`src/rtl/mdio_mgmt_pkg.sv`:
```
package mdio_mgmt_pkg;

    localparam int DIV_W = 8;

    // status word bit positions
    localparam int STAT_BUSY_BIT  = 0;
    localparam int STAT_RDERR_BIT = 1;
    localparam int STAT_C45_BIT   = 6;
    localparam int STAT_DIV_LSB   = 8;

    // control word bit positions
    localparam int CTL_DEV_LSB   = 0;
    localparam int CTL_PORT_LSB  = 5;
    localparam int CTL_NOPRE_BIT = 10;
    localparam int CTL_SCAN_BIT  = 11;
    localparam int CTL_INC_BIT   = 14;
    localparam int CTL_RD_BIT    = 15;

    localparam logic [1:0] ST_C22 = 2'b01;
    localparam logic [1:0] ST_C45 = 2'b00;

    typedef enum logic [1:0] {
        JOB_NONE  = 2'd0,
        JOB_ADDR  = 2'd1,
        JOB_WRITE = 2'd2,
        JOB_READ  = 2'd3
    } job_e;

    typedef struct packed {
        logic [1:0]       st;
        logic [1:0]       op;
        logic [4:0]       port;
        logic [4:0]       dev;
        logic [15:0]      payload;
        logic             rd;
        logic             no_pre;
        logic [DIV_W-1:0] half;
    } frame_t;

    function automatic logic [1:0] pick_opcode(input logic c45, input job_e job, input logic inc);
        logic [1:0] op;
        op = 2'b00;
        if (c45) begin
            case (job)
                JOB_WRITE: op = 2'b01;
                JOB_READ:  op = inc ? 2'b10 : 2'b11;
                default:   op = 2'b00;
            endcase
        end else begin
            op = (job == JOB_READ) ? 2'b10 : 2'b01;
        end
        return op;
    endfunction

endpackage

```
`src/rtl/mdio_clk_div.sv`:
```
module mdio_clk_div
    import mdio_mgmt_pkg::*;
(
    input  logic             clk,
    input  logic             rst_n,
    input  logic             run,
    input  logic [DIV_W-1:0] half,
    output logic             mdc,
    output logic             rise_p,
    output logic             fall_p
);

    typedef struct packed {
        logic [DIV_W-1:0] cnt;
        logic             mdc;
        logic             rise;
        logic             fall;
    } div_t;

    div_t q, d;
    logic [DIV_W-1:0] lim;

    always_comb begin
        lim = (half == '0) ? '0 : half - DIV_W'(1);
        d   = q;
        d.rise = 1'b0;
        d.fall = 1'b0;
        if (!run) begin
            d = '0;
        end else if (q.cnt == lim) begin
            d.cnt  = '0;
            d.mdc  = ~q.mdc;
            d.rise = ~q.mdc;
            d.fall = q.mdc;
        end else begin
            d.cnt = q.cnt + DIV_W'(1);
        end
    end

    always_ff @(posedge clk or negedge rst_n) begin
        if (!rst_n) q <= '0;
        else        q <= d;
    end

    assign mdc    = q.mdc;
    assign rise_p = q.rise;
    assign fall_p = q.fall;


    clk_parked_chk: assert property (@(posedge clk) disable iff (!rst_n)
        !run |=> !mdc);


    rise_marks_edge_chk: assert property (@(posedge clk) disable iff (!rst_n)
        rise_p |-> (mdc && !$past(mdc)));

endmodule

```
`src/rtl/mdio_frame_engine.sv`:
```
module mdio_frame_engine
    import mdio_mgmt_pkg::*;
#(
    parameter int PRE_BITS = 32
) (
    input  logic             clk,
    input  logic             rst_n,
    input  logic             start,
    input  frame_t           frame,
    input  logic             rise_p,
    input  logic             fall_p,
    input  logic             mdio_in,
    output logic             busy,
    output logic             run,
    output logic [DIV_W-1:0] half,
    output logic             mdio_out,
    output logic             mdio_oe,
    output logic             done,
    output logic [15:0]      rd_word,
    output logic             rd_fail
);

    localparam int FRAME_W = PRE_BITS + 32;
    localparam int IDX_W   = $clog2(FRAME_W + 1);
    localparam logic [IDX_W-1:0] LAST_IDX  = IDX_W'(FRAME_W);
    localparam logic [IDX_W-1:0] TA_IDX    = IDX_W'(PRE_BITS + 14);
    localparam logic [IDX_W-1:0] TA2_IDX   = IDX_W'(PRE_BITS + 15);
    localparam logic [IDX_W-1:0] DATA_IDX  = IDX_W'(PRE_BITS + 16);
    localparam logic [IDX_W-1:0] NOPRE_IDX = IDX_W'(PRE_BITS);

    typedef struct packed {
        logic               active;
        logic [IDX_W-1:0]   idx;
        logic [FRAME_W-1:0] bits;
        logic               rd;
        logic [15:0]        shreg;
        logic               ta_bad;
        logic [DIV_W-1:0]   half;
    } eng_t;

    eng_t q, d;
    logic               last_bit;
    logic [FRAME_W-1:0] full_vec;

    always_comb begin
        full_vec = {{PRE_BITS{1'b1}}, frame.st, frame.op, frame.port, frame.dev,
                    (frame.rd ? 2'b11 : 2'b10), frame.payload};
        last_bit = (q.idx == LAST_IDX);
        d    = q;
        done = 1'b0;
        if (q.active) begin
            if (rise_p && q.rd) begin
                if (q.idx == TA2_IDX)
                    d.ta_bad = mdio_in;
                if (q.idx >= DATA_IDX && !last_bit)
                    d.shreg = {q.shreg[14:0], mdio_in};
            end
            if (fall_p) begin
                if (last_bit) begin
                    d.active = 1'b0;
                    done     = 1'b1;
                end else begin
                    d.idx  = q.idx + IDX_W'(1);
                    d.bits = {q.bits[FRAME_W-2:0], 1'b1};
                end
            end
        end else if (start) begin
            d.active = 1'b1;
            d.idx    = frame.no_pre ? NOPRE_IDX : '0;
            d.bits   = frame.no_pre ? (full_vec << PRE_BITS) : full_vec;
            d.rd     = frame.rd;
            d.shreg  = '0;
            d.ta_bad = 1'b0;
            d.half   = frame.half;
        end
    end

    always_ff @(posedge clk or negedge rst_n) begin
        if (!rst_n) q <= '0;
        else        q <= d;
    end

    assign busy     = q.active;
    assign run      = q.active && !done;
    assign half     = q.half;
    assign mdio_oe  = q.active && !last_bit && !(q.rd && q.idx >= TA_IDX);
    assign mdio_out = last_bit ? 1'b1 : q.bits[FRAME_W-1];
    assign rd_word  = q.shreg;
    assign rd_fail  = q.ta_bad;


    edge_exclusive_chk: assert property (@(posedge clk) disable iff (!rst_n)
        $onehot0({rise_p, fall_p}));


    done_on_fall_chk: assert property (@(posedge clk) disable iff (!rst_n)
        done |-> fall_p);


    start_slot_chk: assert property (@(posedge clk) disable iff (!rst_n)
        (start && !busy) |=> (busy && q.idx == ($past(frame.no_pre) ? NOPRE_IDX : '0)));

endmodule

```
`src/rtl/mdio_cfg_regs.sv`:
```
module mdio_cfg_regs
    import mdio_mgmt_pkg::*;
#(
    parameter int               ADDR_W    = 4,
    parameter int               BASE_WORD = 12,
    parameter logic [DIV_W-1:0] DIV_RESET = 8'd4
) (
    input  logic              clk,
    input  logic              rst_n,
    input  logic              bus_we,
    input  logic [ADDR_W-1:0] bus_addr,
    input  logic [31:0]       bus_wdata,
    output logic [31:0]       bus_rdata,
    input  logic              busy,
    input  logic              done,
    input  logic [15:0]       rd_word,
    input  logic              rd_fail,
    output logic              start,
    output frame_t            frame
);

    localparam logic [ADDR_W-1:0] OFS_STAT = ADDR_W'(BASE_WORD);
    localparam logic [ADDR_W-1:0] OFS_CTL  = ADDR_W'(BASE_WORD + 1);
    localparam logic [ADDR_W-1:0] OFS_DATA = ADDR_W'(BASE_WORD + 2);
    localparam logic [ADDR_W-1:0] OFS_ADDR = ADDR_W'(BASE_WORD + 3);

    typedef struct packed {
        logic             c45;
        logic [DIV_W-1:0] div;
        logic             rd_err;
        logic [4:0]       dev;
        logic [4:0]       port;
        logic             no_pre;
        logic             scan;
        logic             inc;
        logic [15:0]      data;
        logic [15:0]      addr;
        job_e             job;
        logic             job_inc;
    } regs_t;

    regs_t q, d;
    job_e  job_new;
    logic  wr_stat, wr_ctl, wr_data, wr_addr;
    logic  unused_wbits;

    assign unused_wbits = ^{bus_wdata[31:16], bus_wdata[13:12], bus_wdata[7], bus_wdata[5:0]};

    always_comb begin
        wr_stat = bus_we && (bus_addr == OFS_STAT);
        wr_ctl  = bus_we && (bus_addr == OFS_CTL);
        wr_data = bus_we && (bus_addr == OFS_DATA);
        wr_addr = bus_we && (bus_addr == OFS_ADDR);
        d       = q;
        job_new = JOB_NONE;
        start   = 1'b0;

        if (done) begin
            if (q.job == JOB_READ) begin
                d.data   = rd_word;
                d.rd_err = rd_fail;
                if (q.job_inc)
                    d.addr = q.addr + 16'd1;
            end
            d.job     = JOB_NONE;
            d.job_inc = 1'b0;
        end

        if (wr_stat) begin
            d.c45 = bus_wdata[STAT_C45_BIT];
            d.div = bus_wdata[STAT_DIV_LSB +: DIV_W];
        end

        if (!busy) begin
            if (wr_ctl) begin
                d.dev    = bus_wdata[CTL_DEV_LSB +: 5];
                d.port   = bus_wdata[CTL_PORT_LSB +: 5];
                d.no_pre = bus_wdata[CTL_NOPRE_BIT];
                d.scan   = bus_wdata[CTL_SCAN_BIT];
                d.inc    = bus_wdata[CTL_INC_BIT];
                if (bus_wdata[CTL_RD_BIT])
                    job_new = JOB_READ;
            end
            if (wr_data) begin
                d.data  = bus_wdata[15:0];
                job_new = JOB_WRITE;
            end
            if (wr_addr) begin
                d.addr = bus_wdata[15:0];
                if (q.c45)
                    job_new = JOB_ADDR;
            end
        end

        if (job_new != JOB_NONE) begin
            start     = 1'b1;
            d.job     = job_new;
            d.job_inc = (job_new == JOB_READ) && q.c45 && d.inc;
            if (job_new == JOB_READ)
                d.rd_err = 1'b0;
        end

        frame.st      = q.c45 ? ST_C45 : ST_C22;
        frame.op      = pick_opcode(q.c45, job_new, d.job_inc);
        frame.port    = d.port;
        frame.dev     = d.dev;
        frame.payload = (job_new == JOB_ADDR) ? d.addr : d.data;
        frame.rd      = (job_new == JOB_READ);
        frame.no_pre  = d.no_pre;
        frame.half    = d.div;
    end

    always_ff @(posedge clk or negedge rst_n) begin
        if (!rst_n) begin
            q     <= '0;
            q.div <= DIV_RESET;
        end else begin
            q <= d;
        end
    end

    always_comb begin
        case (bus_addr)
            OFS_STAT: bus_rdata = {16'd0, q.div, 1'b0, q.c45, 4'd0, q.rd_err, busy};
            OFS_CTL:  bus_rdata = {16'd0, 1'b0, q.inc, 2'b00, q.scan, q.no_pre, q.port, q.dev};
            OFS_DATA: bus_rdata = {16'd0, q.data};
            OFS_ADDR: bus_rdata = {16'd0, q.addr};
            default:  bus_rdata = 32'd0;
        endcase
    end


    data_hold_chk: assert property (@(posedge clk) disable iff (!rst_n)
        (busy && !done && bus_we && bus_addr == OFS_DATA) |=> (q.data == $past(q.data)));


    post_inc_chk: assert property (@(posedge clk) disable iff (!rst_n)
        (done && q.job == JOB_READ && q.job_inc) |=> (q.addr == $past(q.addr) + 16'd1));


    no_launch_busy_chk: assert property (@(posedge clk) disable iff (!rst_n)
        busy |-> !start);

endmodule

```
`src/rtl/mdio_mgmt_master.sv`:
```
module mdio_mgmt_master
    import mdio_mgmt_pkg::*;
#(
    parameter int               ADDR_W    = 4,
    parameter int               BASE_WORD = 12,
    parameter int               PRE_BITS  = 32,
    parameter logic [DIV_W-1:0] DIV_RESET = 8'd4
) (
    input  logic              clk,
    input  logic              rst_n,
    input  logic              bus_we,
    input  logic [ADDR_W-1:0] bus_addr,
    input  logic [31:0]       bus_wdata,
    output logic [31:0]       bus_rdata,
    output logic              mdc,
    output logic              mdio_out,
    output logic              mdio_oe,
    input  logic              mdio_in
);

    frame_t           frame;
    logic             start, busy, done, run, rise_p, fall_p, rd_fail;
    logic [15:0]      rd_word;
    logic [DIV_W-1:0] half;

    mdio_cfg_regs #(
        .ADDR_W    (ADDR_W),
        .BASE_WORD (BASE_WORD),
        .DIV_RESET (DIV_RESET)
    ) i_regs (
        .clk       (clk),
        .rst_n     (rst_n),
        .bus_we    (bus_we),
        .bus_addr  (bus_addr),
        .bus_wdata (bus_wdata),
        .bus_rdata (bus_rdata),
        .busy      (busy),
        .done      (done),
        .rd_word   (rd_word),
        .rd_fail   (rd_fail),
        .start     (start),
        .frame     (frame)
    );

    mdio_frame_engine #(
        .PRE_BITS (PRE_BITS)
    ) i_engine (
        .clk      (clk),
        .rst_n    (rst_n),
        .start    (start),
        .frame    (frame),
        .rise_p   (rise_p),
        .fall_p   (fall_p),
        .mdio_in  (mdio_in),
        .busy     (busy),
        .run      (run),
        .half     (half),
        .mdio_out (mdio_out),
        .mdio_oe  (mdio_oe),
        .done     (done),
        .rd_word  (rd_word),
        .rd_fail  (rd_fail)
    );

    mdio_clk_div i_clkdiv (
        .clk    (clk),
        .rst_n  (rst_n),
        .run    (run),
        .half   (half),
        .mdc    (mdc),
        .rise_p (rise_p),
        .fall_p (fall_p)
    );


    idle_line_chk: assert property (@(posedge clk) disable iff (!rst_n)
        !busy |-> (!mdc && !mdio_oe));

endmodule

```
`config.mk`:
```
export PLATFORM = sky130hd
export DESIGN_NAME = mdio_mgmt_master
export DESIGN_NICKNAME = d
export VERILOG_FILES = /design/src/rtl/mdio_mgmt_pkg.sv /design/src/rtl/mdio_clk_div.sv /design/src/rtl/mdio_frame_engine.sv /design/src/rtl/mdio_cfg_regs.sv /design/src/rtl/mdio_mgmt_master.sv
export SDC_FILE = /design/constraint.sdc
export NUM_CORES = 1
export LEC_CHECK = 0
export ABC_CLOCK_PERIOD_IN_PS = 2600
export BUFFER_PORTS_ARGS = -buffer_cell sky130_fd_sc_hd__buf_4
export CAP_MARGIN = 5
export CELL_PAD_IN_SITES_DETAIL_PLACEMENT = 1
export CELL_PAD_IN_SITES_GLOBAL_PLACEMENT = 2
export CORE_MARGIN = 3
export CORE_UTILIZATION = 25
export CTS_CLUSTER_DIAMETER = 80
export DETAILED_ROUTE_END_ITERATION = 8
export MAX_ROUTING_LAYER = met4
export PLACE_DENSITY = 0.63
export SYNTH_ARGS = -nofsm -noshare
export SYNTH_HDL_FRONTEND = slang
export SYNTH_SLANG_ARGS = --single-unit
export TNS_END_PERCENT = 10
```
`constraint.sdc`:
```
create_clock -name clk -period 2.6 [get_ports clk]
set_clock_uncertainty 0.1 [all_clocks]
set_input_delay 0.52 -clock clk [delete_from_list [all_inputs] [get_ports clk]]
set_output_delay 0.52 -clock clk [all_outputs]
set_load 0.01 [all_outputs]
```
==> flow_summary.yaml <==
clock_tree:
  cts_max_path_buffers: 2
  worstSkewPairLatency_ps: 440
  cts.reportedPaths.clkPinSlew_ps: 70
  cts_tree: "yes"
  cts_root_buf: "clkbuf_16"
  cts-htree-levels: 4
  tritoncts.num_buffers: 17
  clock_sinks: 167
grt:
  vias_in_the_first_global_route: 7265
  grt_first_pass_wirelength_um: 43880
  top_usage_layer: "met2"
  grt_max_degree: 55
  grt_use_met3: 0.02488
  globalRouteOverflowTotal: 0
  grt.met2_usage: 0.2600
  grt_antenna_before_repair: 0
  grtUsageTotal: 0.1621
  met1_track_usage_gr: 0.2181
detailed_routing:
  detail_route.first_pass.iterations: 4
  routed_wire_length_per_instance_um: 19.08
  initialDrtViolationCount: 340
  antenna_violating_nets_post_route: 0
  drc_errors: 0
  totalWireLength_um: 27450
  num_vias: 6835
  viasPerCell: 4.750
sta:
  maxSlewHeadroom: 0.6049
  setup_violations: 8
  post-route-min-period_ps: 2645
  fin_worst_hold_slack_ps: 223.8
  hold_viol_final: 0
  slew_violations: 0
  period_share: 1.017
  maxClockFrequency_ghz: 0.3780
  setup_repair_after_global_routing_missed_its_margin: "true"
  worst-slew-pin-transition_ps: 592.6
  setup_slack_after_layout_ps: -45.41
yosys:
  yosys_warnings: 0
  synth_xor_xnor_area_share: 0.03118
  post_synthesis_compound_gate_area_fraction: 0.1648
  synth_cell_type_count: 57
  mappedNetlistArea_um2: 8428
  flop_and_latch_count_out_of_synthesis: 167
  largest_family_of_logic_cells_by_synthesized_area: "compound AO/OA/AOI/OAI gates"
  synth_sequential_area_ratio: 0.4960
  post_synth_mux_area_share: 0.08640
  post_synth_fa_ha_maj_area_fraction: 0.008907
  synthSimpleGateAreaFrac: 0.1597
  async_flop_share: 1.000
  edff_count_synth: 0
  ys_dominant_reg_cell: "dfrtp_1"
  post_synthesis_cells: 886
  syn_avg_cell_area_um2: 9.513
die:
  die-area_um2: 35950
  floorplan.die.width_um: 189.6
  die_y_um: 189.6
  num_io_pins: 75
  std_cell_rows: 66
  start_util: 0.2564
  core_area_um2: 32870
place:
  place_congestion: 0.7612
  place_area_um2: 9878
  portBuffers: 42
  placed_cells_incl_taps: 1402
  detailed_place_hpwl_um: 19770
setup_path:
  worst_r2r_path_depth: 8
  timing_worst_setup_path_type: "register to register"
  register_to_register_setup_slack_ps: -50
  worst_r2r_startpoint: "i_engine.half[2]"
  r2r-end: "i_clkdiv.mdc"
  worstSetupEndpointType: "register"
  timing.critical_path.required_ps: 2820
  crit_path_max_fanout: 3
  worst-endpoint-arrival_ps: 2870
  crit_path_start_kind: "register"
finish:
  mostFrequentLayoutCell: "dfrtp_1"
  most-common-layout-cells: "dfrtp_1 (166), nand2_1 (132), buf_4 (125)"
  instances_no_fill: 1439
  fillerInstances: 3772
  layout-drive-gt1-share: 0.2317
  nets: 1030
  syn_to_final_growth_pct: 25.25
  finalInstanceArea_um2: 10560
  antenna_cells: 0
worst_hold_path:
  class_of_the_most_critical_hold_timing_path: "input port to register"
  whs_endpoint: "i_regs.q[15]"
  hold_path_startpoint: "bus_wdata[12]"
  whs_path_depth: 3
outcome:
  violated_checks: "setup timing"
  status: "finished, violations left"
power_and_ir_drop:
  p_per_area_nw_per_um2: 707.2
  total_leakage_power_nw: 4.527
  vdd_ir_drop_max_mv: 0.4256
flow_run:
  maxCapViolations: 0
logic make-up (layout without fill, tap and decap cells):
| kind of cell | count (synthesis) | after routing |
|---|---|---|
| fa+ha+maj | 6 | 6 |
| flops | 167 | 167 |
| mux | 60 | 60 |
| compound gates | 221 | 221 |
| other cells | 1 | 16 |
| simple gates | 302 | 302 |
| xor+xnor | 30 | 30 |
| buf+inv | 99 | 195 |
power breakdown:
part	leakage (nW)	switching, W	internal [W]
Clock	0.263	0.00117	0.00133
Sequential	1.96	0.000366	0.00310
Combinational	2.31	0.000777	0.000723
timing repair:
| item | in CTS | in global routing |
|---|---|---|
| cloned | 0 | 0 |
| endpoints found under the setup margin | 12 | 26 |
| hold buffers | 1 | 0 |
| endpoints found under the hold margin | 48 | 0 |
| gates resized for setup | 6 | 11 |
| pin swaps | 5 | 1 |
| setup buffers | 3 | 1 |
state kept, by name, summed over array words and instances (netlist names):
register	flops
i_engine.q	72
i_regs.q	58
i_engine.rd_word	16
i_clkdiv.q	8
i_engine.half	8
i_clkdiv.fall_p	1
i_clkdiv.mdc	1
i_clkdiv.rise_p	1
i_engine.busy	1
i_engine.rd_fail	1
cell type report:
class,instances,area [µm²],area share
multi-input combinational,635,4003,0.3792
tap,442,553.0,0.05239
sequential,167,4180,0.3960
timing repair buffer,139,1174,0.1112
clock buffer,18,429.2,0.04065
clock inverter,14,127.6,0.01209
inverter,24,90.09,0.008534
synthesized netlist by cell type, types with 8 or more instances:
| master | number | share of area |
|---|---|---|
| nor2b_1 | 11 | 0.0082 |
| a22oi_1 | 18 | 0.016 |
| and3_1 | 9 | 0.0067 |
| a32oi_1 | 18 | 0.019 |
| buf_4 | 16 | 0.014 |
| o21ai_0 | 62 | 0.037 |
| mux4_2 | 8 | 0.021 |
| mux2_2 | 22 | 0.029 |
| dfrtp_1 | 166 | 0.49 |
| inv_1 | 24 | 0.011 |
| nor2_1 | 89 | 0.040 |
| mux2i_1 | 30 | 0.036 |
| nand3_1 | 17 | 0.010 |
| xnor2_1 | 16 | 0.017 |
| o22ai_1 | 14 | 0.010 |
| clkbuf_1 | 50 | 0.022 |
| a21oi_1 | 69 | 0.041 |
| nand2_1 | 132 | 0.059 |
| a221o_1 | 15 | 0.018 |
| xor2_1 | 14 | 0.015 |
worst max-delay path: stages (launching register included):
cell	delay [ps]
dfrtp_1	400
or4_4	550
or3_4	390
a2111oi_4	280
o211ai_1	170
buf_4	180
buf_4	130
o31ai_2	230
a21oi_1	90
metal layers:
metal,vias up,wire (µm)
met5,-,0
met3,20,776
met4,0,263
met1,3450,13070
met2,83,13340
li1,3282,-
metrics by stage:
step                setup TNS (ps)  power [W]  setup WS (ps)  utilization
floorplan                   -100.0   0.004391         -91.16            -
global placement            -626.3   0.004921         -87.81       0.3006
detailed placement           -1019   0.004970         -121.9       0.3006
CTS                         -7.498   0.007555         -7.498       0.3194
global route                 -1228   0.007949         -136.0       0.3212
finish                      -70.37   0.007466         -45.41       0.3212
how the worst max path moves through the flow:
stage,start,to,slack [ps]
2_1_floorplan,i_engine.half[0],i_clkdiv.mdc,-90
3_3_place_gp,i_engine.half[0],i_clkdiv.mdc,-90
3_5_place_dp,i_engine.half[0],i_clkdiv.mdc,-120
4_1_cts,i_engine.half[0],i_clkdiv.mdc,-7
5_1_grt,i_engine.half[1],i_clkdiv.q[5],-140
6_report,i_engine.half[2],i_clkdiv.mdc,-50
Note: power is estimated with default switching activity, not from simulation.
